==> config.mk <==
export PLATFORM = sky130hd
export DESIGN_NAME = disp_reg_access
export DESIGN_NICKNAME = d
export VERILOG_FILES = /design/src/rtl/disp_reg_pkg.sv /design/src/rtl/disp_idx_ctrl.sv /design/src/rtl/disp_ind_table.sv /design/src/rtl/disp_reg_file.sv /design/src/rtl/disp_reg_access.sv
export SDC_FILE = /design/constraint.sdc
export NUM_CORES = 2
export LEC_CHECK = 0
export ABC_AREA = 0
export BUFFER_PORTS_ARGS = -buffer_cell sky130_fd_sc_hd__buf_2
export CAP_MARGIN = 20
export CORE_ASPECT_RATIO = 0.5
export CORE_MARGIN = 2
export CORE_UTILIZATION = 60
export CTS_CLUSTER_DIAMETER = 60
export DETAILED_ROUTE_END_ITERATION = 8
export PLACE_DENSITY = 0.79
export SYNTH_ARGS = -nofsm -noshare
export SYNTH_HDL_FRONTEND = slang
export SYNTH_SLANG_ARGS = --single-unit
==> constraint.sdc <==
create_clock -name clk -period 5.4 [get_ports clk]
set_input_delay 1.62 -clock clk [delete_from_list [all_inputs] [get_ports clk]]
set_output_delay 1.62 -clock clk [all_outputs]
set_load 0.02 [all_outputs]
==> src/rtl/disp_reg_pkg.sv <==
package disp_reg_pkg;
  localparam int IDX_W = 8;

  localparam logic [IDX_W-1:0] A_REV   = 8'h00;
  localparam logic [IDX_W-1:0] A_CFG   = 8'h02;
  localparam logic [IDX_W-1:0] A_DIV   = 8'h04;
  localparam logic [IDX_W-1:0] A_LOCK  = 8'h06;
  localparam logic [IDX_W-1:0] A_PWR   = 8'h1C;
  localparam logic [IDX_W-1:0] A_FIDX  = 8'h58;
  localparam logic [IDX_W-1:0] A_FDAT  = 8'h5A;
  localparam logic [IDX_W-1:0] A_WIN   = 8'h6C;
  localparam logic [IDX_W-1:0] A_PIX   = 8'h90;
  localparam logic [IDX_W-1:0] A_GIDX  = 8'hB6;
  localparam logic [IDX_W-1:0] A_GDAT  = 8'hB8;
  localparam logic [IDX_W-1:0] A_IRQ   = 8'hF6;

  localparam logic [7:0] REV_CODE = 8'hA5;
  localparam logic [7:0] CFG_CODE = 8'h83;

  // Data ports that keep the index still on writes.
  function automatic logic is_stream(input logic [IDX_W-1:0] a);
    return (a == A_PIX) || (a == A_FDAT) || (a == A_GDAT);
  endfunction

  function automatic logic [9:0] merge_lo(input logic [9:0] cur, input logic [7:0] v);
    return {cur[9:8], v};
  endfunction

  function automatic logic [9:0] merge_hi(input logic [9:0] cur, input logic [1:0] v);
    return {v, cur[7:0]};
  endfunction

  function automatic logic [6:0] div_store(input logic [5:0] v);
    return 7'(v) + 7'd1;
  endfunction

  function automatic logic [7:0] div_view(input logic [6:0] s);
    logic [6:0] t;
    t = s - 7'd1;
    return {1'b1, t};
  endfunction
endpackage

==> src/rtl/disp_idx_ctrl.sv <==
module disp_idx_ctrl
  import disp_reg_pkg::*;
#(
  parameter int CW = 4
) (
  input  logic             clk,
  input  logic             rst_n,
  input  logic             skip_load,
  input  logic [CW-1:0]    skip_val,
  input  logic             access,
  input  logic             cmd_wr,
  input  logic             dat_wr,
  input  logic             dat_rd,
  input  logic [IDX_W-1:0] cmd_val,
  output logic [IDX_W-1:0] idx,
  output logic             swallow
);
  localparam logic [IDX_W-1:0] WR_STEP = IDX_W'(2);
  localparam logic [IDX_W-1:0] RD_STEP = IDX_W'(1);

  logic [CW-1:0] cnt_q;

  assign swallow = (cnt_q != '0);

  always_ff @(posedge clk) begin
    if (!rst_n)                 cnt_q <= '0;
    else if (skip_load)         cnt_q <= skip_val;
    else if (access && swallow) cnt_q <= cnt_q - 1'b1;
  end

  always_ff @(posedge clk) begin
    if (!rst_n)                        idx <= '0;
    else if (cmd_wr)                   idx <= cmd_val;
    else if (dat_wr && !is_stream(idx)) idx <= idx + WR_STEP;
    else if (dat_rd)                   idx <= idx + RD_STEP;
  end
endmodule

==> src/rtl/disp_ind_table.sv <==
module disp_ind_table #(
  parameter int  DEPTH = 256,
  parameter bit  WRAP  = 1'b1,
  parameter int  DW    = 8,
  localparam int AW    = $clog2(DEPTH),
  localparam int PW    = WRAP ? AW : AW + 1
) (
  input  logic          clk,
  input  logic          rst_n,
  input  logic          set_ptr,
  input  logic [DW-1:0] set_val,
  input  logic          wr,
  input  logic          rd,
  input  logic [DW-1:0] wdata,
  output logic [DW-1:0] rdata,
  output logic [PW-1:0] ptr
);
  logic [DW-1:0] mem [DEPTH];
  logic          in_range;
  logic          unused_set;

  assign unused_set = ^set_val;

  generate
    if (WRAP) begin : g_wrap
      assign in_range = 1'b1;
    end else begin : g_stop
      assign in_range = (ptr < PW'(DEPTH));
    end
  endgenerate

  always_ff @(posedge clk) begin
    if (wr && in_range) mem[ptr[AW-1:0]] <= wdata;
  end

  always_ff @(posedge clk) begin
    if (!rst_n)                       ptr <= '0;
    else if (set_ptr)                 ptr <= PW'(set_val[AW-1:0]);
    else if ((wr || rd) && in_range)  ptr <= ptr + 1'b1;
  end

  assign rdata = in_range ? mem[ptr[AW-1:0]] : '0;
endmodule

==> src/rtl/disp_reg_file.sv <==
module disp_reg_file
  import disp_reg_pkg::*;
#(
  parameter int NWIN = 4
) (
  input  logic             clk,
  input  logic             rst_n,
  input  logic             we,
  input  logic [IDX_W-1:0] idx,
  input  logic [7:0]       wdata,
  input  logic [7:0]       irq_evt,
  output logic [7:0]       rval,
  output logic             rhit,
  output logic             whit
);
  logic [6:0]      div_q;
  logic [1:0]      lock_q;
  logic [6:0]      pwr_q;
  logic [7:0]      irq_q;
  logic [9:0]      win [NWIN];
  logic [NWIN-1:0] lo_sel, hi_sel;

  genvar k;
  generate
    for (k = 0; k < NWIN; k++) begin : g_win
      logic [9:0] fld_q;
      assign lo_sel[k] = (idx == A_WIN + IDX_W'(4 * k));
      assign hi_sel[k] = (idx == A_WIN + IDX_W'(4 * k + 2));
      always_ff @(posedge clk) begin
        if (!rst_n)                fld_q <= '0;
        else if (we && lo_sel[k])  fld_q <= merge_lo(fld_q, wdata);
        else if (we && hi_sel[k])  fld_q <= merge_hi(fld_q, wdata[1:0]);
      end
      assign win[k] = fld_q;
    end
  endgenerate

  always_ff @(posedge clk) begin
    if (!rst_n) begin
      div_q  <= 7'd9;
      lock_q <= 2'd1;
      pwr_q  <= 7'h3F;
      irq_q  <= '0;
    end else begin
      if (we && idx == A_DIV)  div_q  <= div_store(wdata[5:0]);
      if (we && idx == A_LOCK) lock_q <= wdata[1:0];
      if (we && idx == A_PWR)  pwr_q  <= wdata[6:0];
      irq_q <= ((we && idx == A_IRQ) ? (irq_q & wdata) : irq_q) | irq_evt;
    end
  end

  always_comb begin
    rval = '0;
    rhit = 1'b1;
    unique case (idx)
      A_REV:  rval = REV_CODE;
      A_CFG:  rval = CFG_CODE;
      A_DIV:  rval = div_view(div_q);
      A_LOCK: rval = {6'b0, lock_q};
      A_PWR:  rval = {1'b0, pwr_q};
      A_IRQ:  rval = irq_q;
      default: begin
        rhit = 1'b0;
        for (int i = 0; i < NWIN; i++) begin
          if (lo_sel[i]) begin rval = win[i][7:0];         rhit = 1'b1; end
          if (hi_sel[i]) begin rval = {6'b0, win[i][9:8]}; rhit = 1'b1; end
        end
      end
    endcase
  end

  assign whit = (|lo_sel) || (|hi_sel) ||
                (idx == A_DIV) || (idx == A_LOCK) || (idx == A_PWR) || (idx == A_IRQ);
endmodule

==> src/rtl/disp_reg_access.sv <==
module disp_reg_access
  import disp_reg_pkg::*;
#(
  parameter int SKIP_W  = 4,
  parameter int NWIN    = 4,
  parameter int GAMMA_N = 256,
  parameter int FILT_N  = 32
) (
  input  logic              clk,
  input  logic              rst_n,
  input  logic              sel,
  input  logic              wr_en,
  input  logic              rd_en,
  input  logic [15:0]       wdata,
  input  logic              skip_load,
  input  logic [SKIP_W-1:0] skip_val,
  input  logic [7:0]        irq_evt,
  output logic [15:0]       rdata,
  output logic              rd_vld,
  output logic              bad_idx
);
  localparam int G_PW = $clog2(GAMMA_N);
  localparam int F_PW = $clog2(FILT_N) + 1;

  logic             rd_go, access, swallow;
  logic             cmd_wr, dat_wr, dat_rd;
  logic [IDX_W-1:0] idx;
  logic [7:0]       rf_rval, rd_mux;
  logic             rf_rhit, rf_whit, rd_hit, wr_hit;
  logic [7:0]       g_rdata, f_rdata;
  logic [G_PW-1:0]  g_ptr;
  logic [F_PW-1:0]  f_ptr;
  logic             unused_hi;

  assign unused_hi = ^wdata[15:8];

  assign rd_go  = rd_en & ~wr_en;
  assign access = wr_en | rd_go;
  assign cmd_wr = wr_en & ~sel & ~swallow;
  assign dat_wr = wr_en &  sel & ~swallow;
  assign dat_rd = rd_go &  sel & ~swallow;

  disp_idx_ctrl #(.CW(SKIP_W)) u_idx (
    .clk(clk), .rst_n(rst_n), .skip_load(skip_load), .skip_val(skip_val),
    .access(access), .cmd_wr(cmd_wr), .dat_wr(dat_wr), .dat_rd(dat_rd),
    .cmd_val(wdata[7:0]), .idx(idx), .swallow(swallow)
  );

  disp_reg_file #(.NWIN(NWIN)) u_rf (
    .clk(clk), .rst_n(rst_n), .we(dat_wr), .idx(idx), .wdata(wdata[7:0]),
    .irq_evt(irq_evt), .rval(rf_rval), .rhit(rf_rhit), .whit(rf_whit)
  );

  disp_ind_table #(.DEPTH(GAMMA_N), .WRAP(1'b1), .DW(8)) u_gamma (
    .clk(clk), .rst_n(rst_n),
    .set_ptr(dat_wr && idx == A_GIDX), .set_val(wdata[7:0]),
    .wr(dat_wr && idx == A_GDAT), .rd(dat_rd && idx == A_GDAT),
    .wdata(wdata[7:0]), .rdata(g_rdata), .ptr(g_ptr)
  );

  disp_ind_table #(.DEPTH(FILT_N), .WRAP(1'b0), .DW(8)) u_filt (
    .clk(clk), .rst_n(rst_n),
    .set_ptr(dat_wr && idx == A_FIDX), .set_val(wdata[7:0]),
    .wr(dat_wr && idx == A_FDAT), .rd(dat_rd && idx == A_FDAT),
    .wdata(wdata[7:0]), .rdata(f_rdata), .ptr(f_ptr)
  );

  always_comb begin
    rd_mux = rf_rval;
    rd_hit = rf_rhit;
    wr_hit = rf_whit;
    unique case (idx)
      A_GIDX: begin rd_mux = 8'(g_ptr); rd_hit = 1'b1; wr_hit = 1'b1; end
      A_GDAT: begin rd_mux = g_rdata;   rd_hit = 1'b1; wr_hit = 1'b1; end
      A_FIDX: begin rd_mux = 8'(f_ptr); rd_hit = 1'b1; wr_hit = 1'b1; end
      A_FDAT: begin rd_mux = f_rdata;   rd_hit = 1'b1; wr_hit = 1'b1; end
      default: ;
    endcase
  end

  always_ff @(posedge clk) begin
    if (!rst_n) begin
      rdata   <= '0;
      rd_vld  <= 1'b0;
      bad_idx <= 1'b0;
    end else begin
      rd_vld  <= rd_go;
      if (rd_go) rdata <= dat_rd ? {8'h00, rd_mux} : 16'h0000;
      bad_idx <= (dat_wr & ~wr_hit) | (dat_rd & ~rd_hit);
    end
  end
endmodule

* After elaboration in Yosys (flattened, before gate mapping)
Memory sizes are Yosys's and may differ from the RTL's. A register that Yosys moved wholly into a read port is not among the register bits.
Index checks and enable logic that the tools add are counted.
** Storage, ports and cells
- Output and inout port bits :: 18
- Word-level logic and storage cells :: 163
- Flip-flop bits (word level) :: 108
- Memories kept :: 2
- Bits in writable memories :: 2304
** Cells by class
- Bitwise operators :: 23
- Mux-type cells :: 45
- Magnitude comparators :: 1
- Reductions and logical operators :: 47
- Equality and inequality tests :: 18
- Add/sub/neg operators :: 7
** Memories
- u_gamma.mem :: depth 256, bits a word 8, read ports 1, clocked after memory_dff 1, wr ports 1, RTL line disp_ind_table.sv:18 : logic [DW-1:0] mem [DEPTH];
- u_filt.mem :: depth 32, bits a word 8, read ports 1, clocked after memory_dff 1, wr ports 1, RTL line disp_ind_table.sv:18
** Operators with widths (count)
- 8-bit two-way mux :: 22
- 8-bit by 7-bit equality test with 1-bit output, second input constant :: 10
- 8-bit one-hot mux with 6 select lines :: 1
- 8-bit equality test, second input constant :: 4
- 8-bit one-hot mux with 4 select lines :: 1
- 1-bit logical AND :: 22
- 5-bit two-way mux :: 4
- 8-bit by 1-bit adder with 8-bit output, second input constant :: 2
- 8-bit by 3-bit equality test with 1-bit output, second input constant :: 2
- 1-bit two-way mux :: 15
- 4-bit OR reduction :: 3
- 1-bit inverter :: 10
- 1-bit bitwise AND :: 9
- 1-bit logical OR :: 9
- 8-bit by 2-bit adder with 8-bit output, second input constant :: 1
- 8-bit bitwise AND :: 1
- 8-bit by 2-bit equality test with 1-bit output, second input constant :: 1
- 8-bit by 5-bit equality test with 1-bit output, second input constant :: 1
- 8-bit zero test :: 1
- 4-bit two-way mux :: 2
- 8-bit bitwise OR :: 1
- 2-bit AND reduction :: 4
- 6-bit by 1-bit adder with 7-bit output, second input constant :: 1
- 7-bit by 1-bit subtractor with 7-bit output, second input constant :: 1
- 10 further kinds :: 13

* Depth between registers and ports, before layout
- Depth after elaboration :: 14
- Depth in mapped cells :: 13
- Depth with buffers taken out :: 9

* Hierarchy
Synthesis repeated with hierarchy kept, for this count alone.
** Unflattened totals
- Cells, all modules :: 4916
- Area, all modules :: 96476.3 µm²
** By module, submodules not included
- disp_ind_table at u_gamma :: area each 80573.5 µm², cells each 3786, seq. area each 61819.3 µm², times used 1
- disp_ind_table at u_filt :: area each 10647.7 µm², cells each 509, seq. area each 7907.6 µm², times used 1
- disp_reg_file :: area each 3513.4 µm², cells each 404, seq. area each 1281.2 µm², times used 1
- disp_reg_access :: area each 883.3 µm², cells each 109, seq. area each 200.2 µm², times used 1
- disp_idx_ctrl :: area each 858.3 µm², cells each 108, seq. area each 240.2 µm², times used 1

* Worst setup path before layout
No wires, ideal clock.
- Kind :: input to register
- From :: in sel
- To :: mem u_gamma.mem[127][0], enable pin
- Setup time :: 385 ps
- Path slack :: 1507 ps
- Arrival time :: 3507 ps
- Data required time :: 5015 ps
- Stages on the path :: 7
- Path through :: and4bb_2 > nand2_1 > clkbuf_1 > nor2_1 > clkbuf_1 > nand2_1 > nor3b_1
** On the way
- Longest elaborated chain between the ends :: 5
** RTL lines
- from (decl) :: RTL line disp_reg_access.sv:11 : input logic sel,
- 1-bit bitwise AND (2 in a row) :: RTL line disp_reg_access.sv:40 : assign dat_wr = wr_en & sel & ~swallow;
- 1-bit logical AND :: RTL line disp_reg_access.sv:57 : .wr(dat_wr && idx == A_GDAT), .rd(dat_rd && idx == A_GDAT),
- 1-bit two-way mux :: RTL line disp_ind_table.sv:33 : if (wr && in_range) mem[ptr[AW-1:0]] <= wdata;
- 1-bit two-way mux (not written as such) :: RTL line disp_ind_table.sv:33
- to (decl) :: RTL line disp_ind_table.sv:18
No other way between the ends.

==> impl_metrics.env <==
export IMPL_synth_seq_area_share_pct=74.5
export IMPL_vias=53845
export IMPL_grt_pass1_vias=51756
export IMPL_fillerInstances=9627
export IMPL_gr_usage_met1_pct=43.1
export IMPL_yosys_top_cells_area="edfxtp_1, mux4_2, mux2i_1"
export IMPL_final_antenna_net_count=0
export IMPL_busiest_layer="met2"
export IMPL_rsz0062_at_grt="false"
export IMPL_io_buffers=35
export IMPL_core_area_sq_um=158000
export IMPL_rows=103
export IMPL_yosysWarnings=0
export IMPL_cts_buffers=195
export IMPL_stdcell_count=7447
export IMPL_finalInstanceArea_sq_um=105000
export IMPL_multi_input_comb_area_sq_um=22600
export IMPL_yosys_area_top_type="edfxtp_1"
export IMPL_worst_path_max_fanout=47
export IMPL_area_growth_pct=9.69
export IMPL_syn_area_per_cell_sq_um=19.1
export IMPL_slowest_stage="dfxtp_4"
export IMPL_gp_congestion=0.948
export IMPL_yosysMostFrequentCell="edfxtp_1"
export IMPL_rr_endpoint="rdata[6]"
export IMPL_placed_cells=7063
export IMPL_grt_pass1_wl_microns=371000
export IMPL_nNetsFinal=5218
export IMPL_cts_buffer_depth=3
export IMPL_crit_path_end_kind="flop"
export IMPL_max_cap_violations=0
export IMPL_cts_hold_buf=0
export IMPL_post_cts_buffers=0
export IMPL_cts_root_buffer="clkbuf_16"
export IMPL_worstHoldStart="u_rf.g_win[3].fld_q[5]"
export IMPL_cts_sinks=2417
export IMPL_vias_per_cell=7.23
export IMPL_tns_ns=0
export IMPL_grtUsageTotal_pct=32.2
export IMPL_use_met3_pct=12.0
export IMPL_r2r_slack_ns=0.77
export IMPL_p_per_area_nw_per_um2=334
export IMPL_die_h_microns=287
export IMPL_critPathTopFamily="compound AO/OA/AOI/OAI gates"
export IMPL_required_ns=6.11
export IMPL_cts_clk_slew_worst_paths_ns=0.07
export IMPL_fin_crit_sh_pct=85.7
export IMPL_holdPathEnd="u_rf.g_win[3].fld_q[5]"
export IMPL_start_util_pct=60.6
export IMPL_p_leak_nw=31.6
export IMPL_synth_edf_count=2304
export IMPL_place_area_sq_um=98900
export IMPL_reg2reg_depth=9
export IMPL_yosys_cell_types_count=90
export IMPL_cp_start_kind="flop"
export IMPL_slew_violations=0
export IMPL_cts_tree="built"
export IMPL_wl_per_cell_microns=35.2
export IMPL_clock_skew_ns=0.0292
export IMPL_insertion_delay_ns=0.83
export IMPL_setup_violations=0
export IMPL_peakVddDrop_mv=0.310
export IMPL_yosysTopAreaCellShare_pct=72.2
export IMPL_drc=0
export IMPL_met2_usage_pct=47.7
export IMPL_finalPower_mw=35.1
export IMPL_tightest_slew_ns=1.23
export IMPL_hold_worst_slack_ns=0.462
export IMPL_synth_seq_cells=2417
export IMPL_hold_path_class="reg2reg"
export IMPL_worst_ep_arrival_time_ns=5.34
export IMPL_max_stage_delay_ns=0.93
export IMPL_regArea_sq_um=71500
export IMPL_synth_common_cells="edfxtp_1, mux4_2, nor2_1, mux2i_1, nand2_1"
export IMPL_period_needed_ns=4.63
export IMPL_status="finished, final reports clean"
export IMPL_die_area_sq_um=163000
export IMPL_drive_above_1_share_pct=20.7
export IMPL_min_path_cells=2
export IMPL_fp_dieW_microns=569
export IMPL_boundaryPins=52
export IMPL_path_cells="buf_12, buf_12, mux4_2, mux2i_1, a21oi_1, o21ai_0, nand3_1, a32o_1, a22o_1"
export IMPL_grt_ovfl_total=0
export IMPL_ctsHtreeMaxLevel=4
export IMPL_hold_viol_final=0
export IMPL_synthCells=5032
export IMPL_synth_ff_type="edfxtp_1"
export IMPL_fmax_mhz=216
export IMPL_dr_first_iter_drc_count=9744
export IMPL_grt_antenna_before_repair=14
export IMPL_first_pass_iters=9
export IMPL_async_flop_share_pct=0
export IMPL_cpMostUsedCell="buf_12"
export IMPL_place_hpwl_microns=160000
export IMPL_cts_resized=0
export IMPL_grt_max_degree=158
export IMPL_wl_microns=262000
export IMPL_critPathBufInv=2
export IMPL_slew_headroom_pct=18.0
export IMPL_synth_area_sq_um=95900
export IMPL_critical_path_class="reg2reg"
-- cell usage in the layout (no fill, tap or decap), types with 11 or more instances in the layout --
| cell | count |
|---|---|
| a221oi_1 | 37 |
| inv_1 | 20 |
| buf_4 | 169 |
| o211ai_1 | 18 |
| mux2_2 | 32 |
| mux2i_1 | 247 |
| clkinv_2 | 41 |
| mux4_2 | 498 |
| xnor2_1 | 12 |
| nand3_1 | 100 |
| dfxtp_1 | 105 |
| a31oi_1 | 19 |
| o21ai_0 | 67 |
| buf_12 | 33 |
| clkinv_1 | 42 |
| nand2_1 | 176 |
| o22ai_1 | 57 |
| nor2b_1 | 23 |
| a211oi_1 | 33 |
| bufinv_16 | 11 |
| xor2_1 | 12 |
| nor3_1 | 32 |
| nand2b_1 | 21 |
| nand4_1 | 19 |
| and2_1 | 12 |
| nor4_1 | 16 |
| a21oi_1 | 102 |
| buf_2 | 29 |
| a22o_1 | 13 |
| ha_1 | 17 |
| edfxtp_1 | 2304 |
| o221ai_1 | 31 |
| nand3b_1 | 16 |
| clkbuf_16 | 197 |
| clkbuf_1 | 46 |
| nor2_1 | 421 |
| or3_1 | 12 |
| diode_2 | 12 |
| a22oi_1 | 64 |
-- cell type report --
cell class                 count  share of cell area (%)
sequential                  2417                    68.0
multi-input combinational   2286                    21.5
clock inverter               115                   0.890
antenna                       12                  0.0286
clock buffer                 250                    4.94
tap                         2100                    2.50
timing repair buffer         243                    2.13
inverter                      24                  0.0857
-- kinds of logic (layout without fill, tap and decap cells) --
group / Yosys count / after routing / synth area share [%]
fa+ha+maj: 17 / 17 / 0.222
buf+inv: 336 / 632 / 2.01
mux: 778 / 778 / 14.7
other cells: 1 / 20 / 0.00391
compound gates: 536 / 536 / 3.91
flops: 2417 / 2417 / 74.5
simple gates: 923 / 923 / 4.44
xor+xnor: 24 / 24 / 0.219
-- through the flow --
stage | utilization [%] | setup WS, ns
after detailed placement | 62.5 | 0.796
after CTS | 66.4 | 1.14
final | 66.4 | 0.771
after global placement | 62.5 | 0.900
after floorplan | - | 1.51
after global routing | 66.4 | 0.841
-- worst max-delay path by stage --
stage	start	end	slack, ns	cells after the start
floorplan	sel	u_gamma.mem[127][0]	1.51	7
global placement	sel	u_gamma.mem[41][1]	0.90	7
detailed placement	sel	u_gamma.mem[34][6]	0.80	7
CTS	flop	rdata[7]	1.14	10
global route	flop	rdata[5]	0.84	8
finish	flop	rdata[6]	0.77	9
-- state kept, by name, summed over array words and instances (netlist names), named ones only --
signal	flops
u_gamma.mem	2048
u_filt.mem	256
u_rf.g_win.fld_q	40
rdata	8
u_gamma.ptr	8
u_idx.idx	8
u_rf.irq_q	8
u_rf.div_q	7
u_rf.pwr_q	7
u_filt.ptr	6
u_idx.cnt_q	4
u_rf.lock_q	2
bad_idx	1
rd_vld	1
-- layer usage --
layer,up-vias,share of wire [%],wire (microns)
met5,-,0.047,124
met4,18,5.0,13200
met3,855,16,41800
met2,4834,45,117000
met1,27310,34,89900
li1,20828,-,-
-- worst reg2reg max path: stages (launching register included) --
cell,delay (ns)
dfxtp_4,0.93
buf_12,0.36
buf_12,0.37
mux4_2,0.60
mux2i_1,0.29
a21oi_1,0.14
o21ai_0,0.52
nand3_1,0.60
a32o_1,0.50
a22o_1,0.20
-- power by group --
| group | internal, mW | leakage [nW] | switching (mW) |
|---|---|---|---|
| sequential | 20.5 | 21.6 | 0.0256 |
| clock | 7.37 | 3.00 | 6.63 |
| combinational | 0.106 | 6.99 | 0.468 |
No activity file was read; power rests on OpenSTA's default activity.
